File: config.mk
export PLATFORM = sky130hd
export DESIGN_NAME = serial_audio_rx
export DESIGN_NICKNAME = d
export VERILOG_FILES = /design/src/rtl/sad_pkg.sv /design/src/rtl/sad_fmt_latch.sv /design/src/rtl/sad_half_tracker.sv /design/src/rtl/sad_shifter.sv /design/src/rtl/sad_pair.sv /design/src/rtl/serial_audio_rx.sv
export SDC_FILE = /design/constraint.sdc
export NUM_CORES = 1
export LEC_CHECK = 0
export BUFFER_PORTS_ARGS = -buffer_cell sky130_fd_sc_hd__buf_2
export CAP_MARGIN = 25
export CELL_PAD_IN_SITES_DETAIL_PLACEMENT = 1
export CELL_PAD_IN_SITES_GLOBAL_PLACEMENT = 2
export CORE_MARGIN = 5
export CORE_UTILIZATION = 40
export CTS_CLUSTER_DIAMETER = 120
export DETAILED_ROUTE_END_ITERATION = 8
export PLACE_DENSITY = 0.8
export SETUP_SLACK_MARGIN = 0.05
export SYNTH_ARGS = -nofsm -noshare
export SYNTH_HDL_FRONTEND = slang
export SYNTH_HIERARCHICAL = 1
export SYNTH_SLANG_ARGS = --single-unit
File: constraint.sdc
create_clock -name clk -period 5.49 [get_ports clk]
set_clock_uncertainty 0.2 [all_clocks]
set_input_delay 0.2745 -clock clk [delete_from_list [all_inputs] [get_ports clk]]
set_output_delay 0.2745 -clock clk [all_outputs]
set_load 0.01 [all_outputs]
File: src/rtl/sad_pkg.sv
package sad_pkg;

  typedef enum logic [1:0] {
    ALIGN_LEFT   = 2'd0,
    ALIGN_RIGHT  = 2'd1,
    ALIGN_DELAY1 = 2'd2
  } align_e;

  typedef struct packed {
    align_e align;
    logic   lsb_first;
    logic   a_level;    // word-clock level of the channel A half
  } fmt_cfg_t;

  // Format code decode; unknown codes fall back to left-justified MSB first.
  function automatic fmt_cfg_t decode_fmt(input logic [2:0] code);
    fmt_cfg_t c;
    case (code)
      3'd1:    c = '{align: ALIGN_LEFT,   lsb_first: 1'b1, a_level: 1'b1};
      3'd2:    c = '{align: ALIGN_RIGHT,  lsb_first: 1'b0, a_level: 1'b1};
      3'd3:    c = '{align: ALIGN_RIGHT,  lsb_first: 1'b1, a_level: 1'b1};
      3'd4:    c = '{align: ALIGN_DELAY1, lsb_first: 1'b0, a_level: 1'b0};
      default: c = '{align: ALIGN_LEFT,   lsb_first: 1'b0, a_level: 1'b1};
    endcase
    return c;
  endfunction

endpackage

File: src/rtl/sad_fmt_latch.sv
module sad_fmt_latch
  import sad_pkg::*;
(
  input  logic           clk,
  input  logic           rst_n,
  input  logic [2:0]     fmt_sel,
  output logic [2:0]     fmt_q,
  output fmt_cfg_t       cfg
);

  always_ff @(posedge clk) begin
    if (!rst_n) fmt_q <= fmt_sel;
  end

  assign cfg = decode_fmt(fmt_q);

endmodule

File: src/rtl/sad_half_tracker.sv
module sad_half_tracker #(
  parameter int POS_W = 6
) (
  input  logic             clk,
  input  logic             rst_n,
  input  logic             word_clk,
  output logic             wc_edge,
  output logic             wc_prev,
  output logic [POS_W-1:0] pos_cur,
  output logic [POS_W-1:0] bits_prev,
  output logic             synced_r
);

  localparam logic [POS_W-1:0] POS_MAX = '1;

  logic             wc_d;
  logic [POS_W-1:0] pos_r;

  assign wc_edge   = word_clk ^ wc_d;
  assign wc_prev   = wc_d;
  assign pos_cur   = wc_edge ? '0 : pos_r;
  assign bits_prev = pos_r;   // bit count of the half just ended, valid on an edge

  always_ff @(posedge clk) begin
    wc_d <= word_clk;
    if (!rst_n) begin
      pos_r    <= '0;
      synced_r <= 1'b0;
    end else begin
      pos_r <= (pos_cur == POS_MAX) ? POS_MAX : pos_cur + 1'b1;
      if (wc_edge) synced_r <= 1'b1;
    end
  end

endmodule

File: src/rtl/sad_shifter.sv
module sad_shifter #(
  parameter int W = 24
) (
  input  logic         clk,
  input  logic         rst_n,
  input  logic         din,
  input  logic         lsb_first,
  output logic [W-1:0] sr_q,
  output logic [W-1:0] sr_next
);

  function automatic logic [W-1:0] push_bit(input logic [W-1:0] v,
                                            input logic b, input logic lsb);
    return lsb ? {b, v[W-1:1]} : {v[W-2:0], b};
  endfunction

  assign sr_next = push_bit(sr_q, din, lsb_first);

  always_ff @(posedge clk) begin
    if (!rst_n) sr_q <= '0;
    else        sr_q <= sr_next;
  end

endmodule

File: src/rtl/sad_pair.sv
module sad_pair #(
  parameter int W = 24
) (
  input  logic         clk,
  input  logic         rst_n,
  input  logic         cap_a_ev,
  input  logic         cap_b_ev,
  input  logic [W-1:0] sample,
  output logic [W-1:0] chan_a,
  output logic [W-1:0] chan_b,
  output logic         frame_valid
);

  logic [W-1:0] a_hold;
  logic         a_have;

  always_ff @(posedge clk) begin
    if (!rst_n) begin
      a_hold      <= '0;
      a_have      <= 1'b0;
      chan_a      <= '0;
      chan_b      <= '0;
      frame_valid <= 1'b0;
    end else begin
      frame_valid <= 1'b0;
      if (cap_a_ev) begin
        a_hold <= sample;
        a_have <= 1'b1;
      end else if (cap_b_ev && a_have) begin
        chan_a      <= a_hold;
        chan_b      <= sample;
        frame_valid <= 1'b1;
        a_have      <= 1'b0;
      end
    end
  end

endmodule

File: src/rtl/serial_audio_rx.sv
module serial_audio_rx
  import sad_pkg::*;
#(
  parameter int SAMPLE_W = 24,
  parameter int POS_W    = 6
) (
  input  logic                clk,
  input  logic                rst_n,
  input  logic [2:0]          fmt_sel,
  input  logic                word_clk,
  input  logic                ser_data,
  output logic [SAMPLE_W-1:0] chan_a,
  output logic [SAMPLE_W-1:0] chan_b,
  output logic                frame_valid
);

  localparam logic [POS_W-1:0] POS_LAST = POS_W'(SAMPLE_W - 1);
  localparam logic [POS_W-1:0] POS_DLY  = POS_W'(SAMPLE_W);

  logic [2:0]          fmt_q;
  fmt_cfg_t            cfg;
  logic                wc_edge, wc_prev, synced_r;
  logic [POS_W-1:0]    pos_cur, bits_prev;
  logic [SAMPLE_W-1:0] sr_q, sr_next, sample;
  logic                cap_ev, cap_level, is_a;
  logic                cap_a_ev, cap_b_ev;

  sad_fmt_latch u_fmt (
    .clk(clk), .rst_n(rst_n), .fmt_sel(fmt_sel), .fmt_q(fmt_q), .cfg(cfg)
  );

  sad_half_tracker #(.POS_W(POS_W)) u_trk (
    .clk(clk), .rst_n(rst_n), .word_clk(word_clk),
    .wc_edge(wc_edge), .wc_prev(wc_prev), .pos_cur(pos_cur),
    .bits_prev(bits_prev), .synced_r(synced_r)
  );

  sad_shifter #(.W(SAMPLE_W)) u_shf (
    .clk(clk), .rst_n(rst_n), .din(ser_data), .lsb_first(cfg.lsb_first),
    .sr_q(sr_q), .sr_next(sr_next)
  );

  // Capture point selection per alignment
  always_comb begin
    cap_ev    = 1'b0;
    cap_level = word_clk;
    sample    = sr_next;
    case (cfg.align)
      ALIGN_RIGHT: begin
        // the half that just ended must have started at a seen transition
        cap_ev    = wc_edge && synced_r && (bits_prev >= POS_DLY);
        cap_level = wc_prev;
        sample    = sr_q;
      end
      ALIGN_DELAY1: cap_ev = (synced_r || wc_edge) && (pos_cur == POS_DLY);
      default:      cap_ev = (synced_r || wc_edge) && (pos_cur == POS_LAST);
    endcase
  end

  assign is_a     = (cap_level == cfg.a_level);
  assign cap_a_ev = cap_ev && is_a && rst_n;
  assign cap_b_ev = cap_ev && !is_a && rst_n;

  sad_pair #(.W(SAMPLE_W)) u_pair (
    .clk(clk), .rst_n(rst_n), .cap_a_ev(cap_a_ev), .cap_b_ev(cap_b_ev),
    .sample(sample), .chan_a(chan_a), .chan_b(chan_b),
    .frame_valid(frame_valid)
  );

endmodule

==> results.txt, run 1 <==
status: finished clean
hold path start: ser_data
remaining global-route overflow: 0
Post-Syn Area: 0.004802 sq mm
cells on worst reg2reg path: 9
top cell type's share of synthesized area: 44.19%
main flop type after synthesis: dfxtp_1
crit end category: flop
sequential share of the synthesized area: 46.07%
Worst Tran Pin Value: 891.3 ps
share of cells above drive strength 1: 24.95%
antenna viol nets, final: 0
final wirelength: 9764 microns
Slowest-stage cell, CP: nor2b_2
Hold Fails Final Rpt: 0
R2R Setup Slk: 1600 ps
RePlAce Congestion: 0.6892
Ports: 56
pin count of the biggest net entering global routing: 105
Worst slew margin: 40.58%
Critical R2R Launch: u_fmt/fmt_q[2]
fmax: 257.0 MHz
CTS Buffer Depth: 2
asr flop ratio synth: 0%
maximum VDD drop: 134.4 uV
Initial Util: 40.32%
P&R area growth vs syn: 12.61%
CORE AREA: 0.01191 sq mm
Synth area leaders: dfxtp_1, mux2i_1, nand2_1
critical path cell sequence: and2b_2 -> nor2b_2 -> mux2i_1 -> xor2_1 -> nor2b_4 -> buf_4 -> and3b_2 -> buf_4 -> mux2i_1
via count: 3212
Hold Path Stages: 3
drt first pass iters: 4
Post-synth EDFFs: 3
1st-iter DRT viols: 151
TritonCTS Buffers: 9
CP max FO: 36
delay of the slowest cell on the worst path: 670 ps
Syn Area/Cell: 10.51 sq um
max cap viols: 0
Root Driver: clkbuf_16
RSZ-0062 raised after global routing: false
number of cell rows: 40
clock period minus worst slack: 3892 ps
power per cell area: 271.9 mW/mm^2
final core occ: 45.40%
met2 usage: 23.87%
DRC Markers: 0
Worst Path Arrival: 3960 ps
Setup Total Neg Slack: 0 ps
antenna violations before repair: 0
largest area contributor in the netlist: dfxtp_1
Synth Area in Simple Gates: 18.89%
worst setup path class: flop to flop
HP Class: input port to flop
Hold EP: u_shf/sr_q[0]
mux share of post-synthesis cell area: 28.24%
Clock Latency Late Sink: 340 ps
synthesized instance count: 457
Setup violations, final: 0
gr busiest metal: met2
routed length per instance: 14.98 microns
Final Slew Violations: 0
Synthesis Warnings: 6
ANT cells: 0
CP Buf/Inv Count: 2
port bufs: 55
CTS tree: built
die area: 0.01430 sq mm
Nets: 509
leakage power: 0.002055 uW
crit path launch type: flop
CTS sink count: 109
complex-gate fraction of the synthesized area: 1.746%
total track usage: 14.27%
met3 Usage GRT: 2.451%
met1 usage: 18.02%
syn nets: 465
count of different cell masters after synthesis: 42
Detail Placement HPWL: 6546 microns
count leader, synth: dfxtp_1
largest family of logic cells by synthesized area: multiplexers
first-pass GRT wire length: 16650 microns
Horiz. Die Dim: 119.6 microns
xor and xnor area share after synthesis: 0.5211%
cell family with most CP delay: simple AND/OR/NAND/NOR gates
CTS clock-pin slew for the worst setup and hold paths: 70 ps
vias per inst: 4.926
synth cell count leaders: dfxtp_1, nand2_1, mux2i_1
Required @ worst endpoint: 5560 ps
die height: 119.6 microns
Post-CTS Setup Inserts: 0
RR Endpoint: u_pair/chan_a[5]
Final Cycle Share: 70.89%
register bit total from synthesis: 109
Adder-Cell Fraction of Synth Area: 0.2606%
vias in the first global route: 3416
H-Tree Depth: 3
==> cell type report <==
| class | instances | area (sq um) |
|---|---|---|
| inverter | 2 | 7.507 |
| multi-input combinational | 316 | 2396 |
| sequential | 109 | 2212 |
| timing repair buffer | 63 | 347.8 |
| tap | 147 | 183.9 |
| clock inverter | 1 | 6.256 |
| fill | 1350 | 6504 |
| clock buffer | 14 | 254.0 |
==> state kept, by name (all words and copies together), names as in the netlist, 3 cells and up <==
register	count
u_fmt/fmt_q	3
u_trk/bits_prev	6
u_pair/chan_b	24
u_pair/a_hold	24
u_shf/sr_q	24
u_pair/chan_a	24
==> kinds of logic (layout without fill, tap and decap cells) <==
family          after synthesis  in the layout
simple gates                180            180
buf+inv                      32             80
flops                       109            109
mux                         122            122
xor+xnor                      2              2
fa+ha+maj                     1              1
compound gates               11             11
==> power breakdown <==
part,switching [uW],leakage (uW),internal (uW),total (uW)
clock network,276,0.000127,319,595
logic,41.7,0.00104,29.2,70.9
registers,4.03,0.000884,800,804
==> worst max-delay path by stage <==
| stage | end | depth (start not counted) | from | slack, ps |
|---|---|---|---|---|
| after floorplan | u_pair/frame_valid | 12 | u_trk/wc_prev | 2740 |
| after global placement | u_pair/chan_a[5] | 9 | u_fmt/fmt_q[2] | 1780 |
| after detailed placement | u_pair/chan_a[12] | 9 | u_fmt/fmt_q[2] | 1590 |
| after CTS | u_pair/chan_b[13] | 9 | u_fmt/fmt_q[2] | 1550 |
| after global routing | u_pair/chan_a[5] | 9 | u_fmt/fmt_q[2] | 1330 |
| final | u_pair/chan_a[5] | 9 | u_fmt/fmt_q[2] | 1600 |
==> per-layer routing <==
layer	share of wire [%]	routed length [microns]
met3	2.6	252
met2	48	4691
met1	47	4617
met4	2.1	202
met5	0	0
==> worst reg2reg max path, cell delays in order, from the launching register on <==
cell      delay [ps]
edfxtp_1         410
and2b_2          230
nor2b_2          670
mux2i_1          320
xor2_1           130
nor2b_4          140
buf_4            280
and3b_2          550
buf_4            570
mux2i_1          320
==> timing repair <==
item	4_1_cts	5_1_grt
hold buffers	4	0
gates resized for setup	0	0
endpoints found under the hold margin	4	0
==> layout by cell type (no fill, tap or decap), types with 2 or more instances in the layout <==
cell type / Yosys / routed
a21oi_1: 2 / 2
a31oi_1: 2 / 2
and2_1: 24 / 24
and2_2: 6 / 6
and2_4: 2 / 2
and2b_2: 3 / 3
buf_2: 6 / 54
buf_4: 4 / 5
clkbuf_1: 14 / 4
clkbuf_16: 0 / 9
dfxtp_1: 106 / 106
dlygate4sd3_1: 0 / 4
edfxtp_1: 3 / 3
inv_1: 2 / 2
mux2_1: 9 / 9
mux2_2: 19 / 19
mux2_4: 20 / 20
mux2i_1: 74 / 74
nand2_1: 99 / 99
nand3_1: 3 / 3
nand4_1: 2 / 2
nor2_1: 2 / 2
nor2b_1: 27 / 25
nor3_1: 2 / 2
nor3b_1: 2 / 2
o21a_1: 2 / 2
==> metrics by stage <==
stage	cell area, sq um	total power, uW	cells	setup slack [ps]	hold WS (ps)
after global routing	5408	1532	652	1327	154.2
after CTS	5408	1495	652	1546	120.8
after detailed placement	5107	891.7	633	1593	245.7
after floorplan	4802	881.4	457	2736	102.2
after global placement	5107	889.7	633	1776	241.0
final	5408	1470	652	1598	124.6
Note: power is estimated with default switching activity, not from simulation.
==> run 2: changes to the inputs <==
- CORE_UTILIZATION: 40 -> 34
- PLACE_DENSITY: 0.8 -> 0.72
- clock period: 5.49 -> 3.4 ns (I/O delays scaled with it)
==> results.txt, run 2 (same netlist as run 1, synthesis figures left out) <==
first-pass GRT wire length: 17510 microns (+5.1%)
routed length per instance: 15.09 microns (+0.74%)
Total Power: 2481 uW (+69%)
Horiz. Die Dim: 128.8 microns (+7.8%)
leakage power: 0.002087 uW (+1.5%)
final wirelength: 10380 microns (+6.3%)
commonest non-fill, non-tap cell in the layout: dfxtp_1
die height: 128.8 microns (+7.8%)
drt first pass iters: 4 (unchanged)
fillers: 1592 (+18%)
crit end category: flop
Hold Fails Final Rpt: 0 (unchanged)
RePlAce Congestion: 0.7473 (+8.4%)
CORE AREA: 0.01388 sq mm (+17%)
gr busiest metal: met2
Worst Path Arrival: 3020 ps (-940 ps)
H-Tree Depth: 3 (unchanged)
power per cell area: 450.0 mW/mm^2 (+66%)
pin count of the biggest net entering global routing: 105 (unchanged)
CTS Buffer Depth: 2 (unchanged)
DRC Markers: 0 (unchanged)
WHS: 93.71 ps (-30.85 ps)
P&R area growth vs syn: 14.83%
Detail Placement HPWL: 6868 microns (+4.9%)
CTS sink count: 109 (unchanged)
CP max FO: 49 (+36%)
final std cells w/o fill: 688 (+5.5%)
met2 usage: 22.44% (-1.4 points)
Final Slew Violations: 0 (unchanged)
1st-iter DRT viols: 145 (-4.0%)
port bufs: 55 (unchanged)
fmax: 339.2 MHz
Initial Util: 34.60% (-5.7 points)
Post-CTS Resized: 0 (unchanged)
Clock Latency Late Sink: 350 ps (about the same)
HP Class: input port to flop
met1 usage: 16.15% (-1.9 points)
crit path launch type: input port
status: finished clean
met3 Usage GRT: 2.615% (+0.16 points)
Setup Total Neg Slack: 0 ps (unchanged)
RSZ-0062 raised after global routing: false
Final Cycle Share: 86.70%
remaining global-route overflow: 0 (unchanged)
Setup violations, final: 0 (unchanged)
Worst slew margin: 39.39% (-1.2 points)
via count: 3194 (-0.56%)
max cap viols: 0 (unchanged)
maximum VDD drop: 233.6 uV (+74%)
antenna violations before repair: 0 (unchanged)
die area: 0.01660 sq mm (+16%)
total track usage: 13.22% (-1.0 points)
clock period minus worst slack: 2948 ps
ANT cells: 0 (unchanged)
CTS tree: built
share of cells above drive strength 1: 25.79% (+0.84 points)
Nets: 511 (+0.39%)
Root Driver: clkbuf_16
number of cell rows: 43 (+7.5%)
TritonCTS Buffers: 9 (unchanged)
final core occ: 39.72% (-5.7 points)
Ports: 56 (unchanged)
Worst Tran Pin Value: 909.2 ps (+17.87 ps)
worst setup path class: input port to flop
vias in the first global route: 3433 (+0.50%)
Required @ worst endpoint: 3470 ps (-2090 ps)
most frequent cells in the layout: dfxtp_1, nand2_1, mux2i_1
vias per inst: 4.642 (-5.8%)
Placed Cells: 667 (+5.4%)
CTS clock-pin slew for the worst setup and hold paths: 70 ps (about the same)
antenna viol nets, final: 0 (unchanged)
[run 2: final timing paths]
| check | from | endpoint | slack, ps | depth (start not counted) |
|---|---|---|---|---|
| worst max-delay path | word_clk | u_pair/chan_a[3] | 450 | 11 |
| worst min-delay path | rst_n | u_trk/synced_r | 90 | 2 |
| worst max register to register | u_trk/wc_prev | u_pair/chan_a[3] | 590 | 9 |
| worst min register to register | u_pair/chan_b[9] | u_pair/chan_b[9] | 260 | 2 |
[run 2: what timing repair did]
action	in CTS	in global routing
endpoints found under the hold margin	6	0
hold buffers	5	0
buffers inserted	0	0
[run 2: report_power, final]
part | switching, uW | total, uW | internal (uW)
sequential | 6.89 | 1300 | 1290
clock | 477 | 1070 | 594
combinational | 65.9 | 113 | 47.2
total | 550 | 2480 | 1930
[run 2: layout make-up]
cell class              instances  area (sq um)  area share, %
clock buffers                  11         242.7          4.402
clock inverters                 5         57.56          1.044
inverters                       2         7.507         0.1361
multi-input cells             316          2391          43.36
flip-flops and latches        109          2212          40.12
well taps                     180         225.2          4.084
repair buffers                 65         377.9          6.853
[run 2: stage by stage]
step | cell area [sq um] | setup slack, ps
5_1_grt | 5514 | 226.2
4_1_cts | 5514 | 444.9
6_report | 5514 | 452.2
3_3_place_gp | 5164 | 674.3
3_5_place_dp | 5164 | 575.9
2_1_floorplan | 4802 | 645.7
[run 2: layer usage]
| metal | wire (microns) | vias to the layer above |
|---|---|---|
| met5 | 0 | - |
| met4 | 209 | 0 |
| met3 | 286 | 13 |
| met2 | 5128 | 45 |
| met1 | 4755 | 1521 |
| li1 | - | 1615 |
[run 2: worst max-delay path, stage by stage]
cell           delay [ps]
dlygate4sd3_1         530
buf_2                 150
xnor2_2               330
and2_2                220
or4b_1                430
mux2i_1               140
a2bb2oi_1             100
nor2_1                140
and3b_2               220
buf_12                320
mux2i_1               250
==> run 3: changes to the inputs <==
- clock period: 3.4 -> 2.7 ns (I/O delays scaled with it)
==> results.txt, run 3 (same netlist as run 1, synthesis figures left out) <==
P&R area growth vs syn: 20.19%
status: finished clean
die height: 128.8 microns (unchanged)
CTS Buffer Depth: 2 (unchanged)
worst slack at placement: 5.658 ps (-570.2 ps)
CTS clock-pin slew for the worst setup and hold paths: 70 ps (about the same)
Worst Path Arrival: 2660 ps (-360 ps)
port bufs: 55 (unchanged)
CTS sink count: 109 (unchanged)
antenna violations before repair: 0 (unchanged)
worst setup path class: flop to flop
RSZ-0062 raised after global routing: true
Worst slew margin: 44.04% (+4.7 points)
crit end category: flop
share of cells above drive strength 1: 28.85% (+3.1 points)
CP max FO: 8 (-84%)
crit path launch type: flop
via count: 3245 (+1.6%)
routed length per instance: 15.61 microns (+3.5%)
leakage power: 0.002199 uW (+5.4%)
cell family with most CP delay: simple AND/OR/NAND/NOR gates
Setup violations, final: 0 (unchanged)
Root Driver: clkbuf_16
RePlAce Congestion: 0.7311 (-2.2%)
Detail Placement HPWL: 7264 microns (+5.8%)
delay of the slowest cell on the worst path: 510 ps (-20 ps)
DRC Markers: 0 (unchanged)
Clock Latency Late Sink: 350 ps (about the same)
total track usage: 13.28% (+0.058 points)
commonest non-fill, non-tap cell in the layout: dfxtp_1
final wirelength: 10930 microns (+5.3%)
CP Buf/Inv Count: 2 (-1)
vias in the first global route: 3412 (-0.61%)
RR Endpoint: u_pair/frame_valid
Ports: 56 (unchanged)
Initial Util: 34.60% (unchanged)
WP depth: 10 (-1)
remaining global-route overflow: 0 (unchanged)
H-Tree Depth: 3 (unchanged)
TritonCTS Buffers: 9 (unchanged)
R2R Setup Slk: 90 ps (-500 ps)
drt first pass iters: 4 (unchanged)
power per cell area: 554.9 mW/mm^2 (+23%)
clock period minus worst slack: 2611 ps
Required @ worst endpoint: 2750 ps (-720 ps)
CORE AREA: 0.01388 sq mm (unchanged)
CTS tree: built
number of cell rows: 43 (unchanged)
Hold Fails Final Rpt: 0 (unchanged)
Slowest-stage cell, CP: or4b_1
Final Slew Violations: 0 (unchanged)
pin count of the biggest net entering global routing: 95 (-9.5%)
Worst Tran Pin Value: 839.3 ps (-69.83 ps)
cells on worst reg2reg path: 10 (+1)
CP startpoint: u_trk/wc_prev
final core occ: 41.58% (+1.9 points)
Nets: 524 (+2.5%)
vias per inst: 4.636 (-0.14%)
HP Class: input port to flop
Final WS setup: 88.84 ps (-363.4 ps)
most frequent cells in the layout: dfxtp_1, nand2_1, mux2i_1
die area: 0.01660 sq mm (unchanged)
Critical Path End: u_pair/frame_valid
1st-iter DRT viols: 133 (-8.3%)
ANT cells: 0 (unchanged)
Final Cycle Share: 96.71%
fmax: 383.0 MHz
critical path cell sequence: xnor2_4 -> and2_4 -> or4b_1 -> mux2i_1 -> a2bb2oi_2 -> nor2b_2 -> and3b_2 -> buf_12 -> clkbuf_16 -> and2_1
max cap viols: 0 (unchanged)
Critical R2R Launch: u_trk/wc_prev
Horiz. Die Dim: 128.8 microns (unchanged)
Setup Total Neg Slack: 0 ps (unchanged)
antenna viol nets, final: 0 (unchanged)
maximum VDD drop: 307.0 uV (+31%)
first-pass GRT wire length: 17310 microns (-1.1%)
run 3: cell types whose count changed in the layout (fill, tap and decap cells not counted), sizes merged:
cell,delta
buf,+10
clkbuf,+3
clkinv,-1
run 3: how the worst min path moves through the flow:
stage                     slack, ps        from            endpoint  cells after the start
after CTS                       160    word_clk      u_trk/synced_r                      5
final                           190       rst_n      u_trk/synced_r                      3
after floorplan                 -40    word_clk       u_trk/wc_prev                      0
after global routing            220    word_clk  u_trk/bits_prev[2]                      4
after global placement          110  fmt_sel[0]      u_fmt/fmt_q[0]                      1
after detailed placement        110  fmt_sel[0]      u_fmt/fmt_q[0]                      1
run 3: what timing repair did:
action	in CTS	in global routing
cloned	0	3
hold buffers	5	0
resized for setup	0	6
pin swaps	2	4
setup endpoints to repair	13	65
endpoints found under the hold margin	6	0
buffers inserted	2	2
run 3: power by group:
group	switching [uW]	total, uW	internal, uW
sequential	9.40	1640	1630
clock	610	1410	800
combinational	86.9	158	70.7
run 3: metrics by stage:
stage	instance area, sq um	instances	total power [uW]	hold WS, ps
after floorplan	4827	457	1796	-37.26
after global placement	5264	673	1819	113.8
after detailed placement	5264	673	1822	113.8
after CTS	5645	695	3259	161.8
after global routing	5772	700	3337	221.7
final	5772	700	3203	188.4
run 3: cell type report:
class	count	area [sq um]
Inverter	2	7.507
Timing Repair Buffer	78	581.8
Tap cell	180	225.2
Fill cell	1547	8109
Sequential cell	109	2213
Clock inverter	4	52.55
Multi-Input combinational cell	316	2427
Clock buffer	11	264.0
run 3: worst reg2reg max path: stages, from the launching register on:
cell	delay (ps)
dfxtp_2	350
xnor2_4	150
and2_4	160
or4b_1	510
mux2i_1	180
a2bb2oi_2	90
nor2b_2	170
and3b_2	240
buf_12	150
clkbuf_16	170
and2_1	150
run 3: routing by layer:
| metal | vias to the layer above | GRT usage, % | wire length (microns) |
|---|---|---|---|
| met5 | - | 0 | 0 |
| met4 | 0 | 5.930 | 205 |
| met3 | 11 | 2.823 | 397 |
| met2 | 45 | 22.44 | 5349 |
| met1 | 1549 | 16.24 | 4976 |
| li1 | 1640 | - | - |
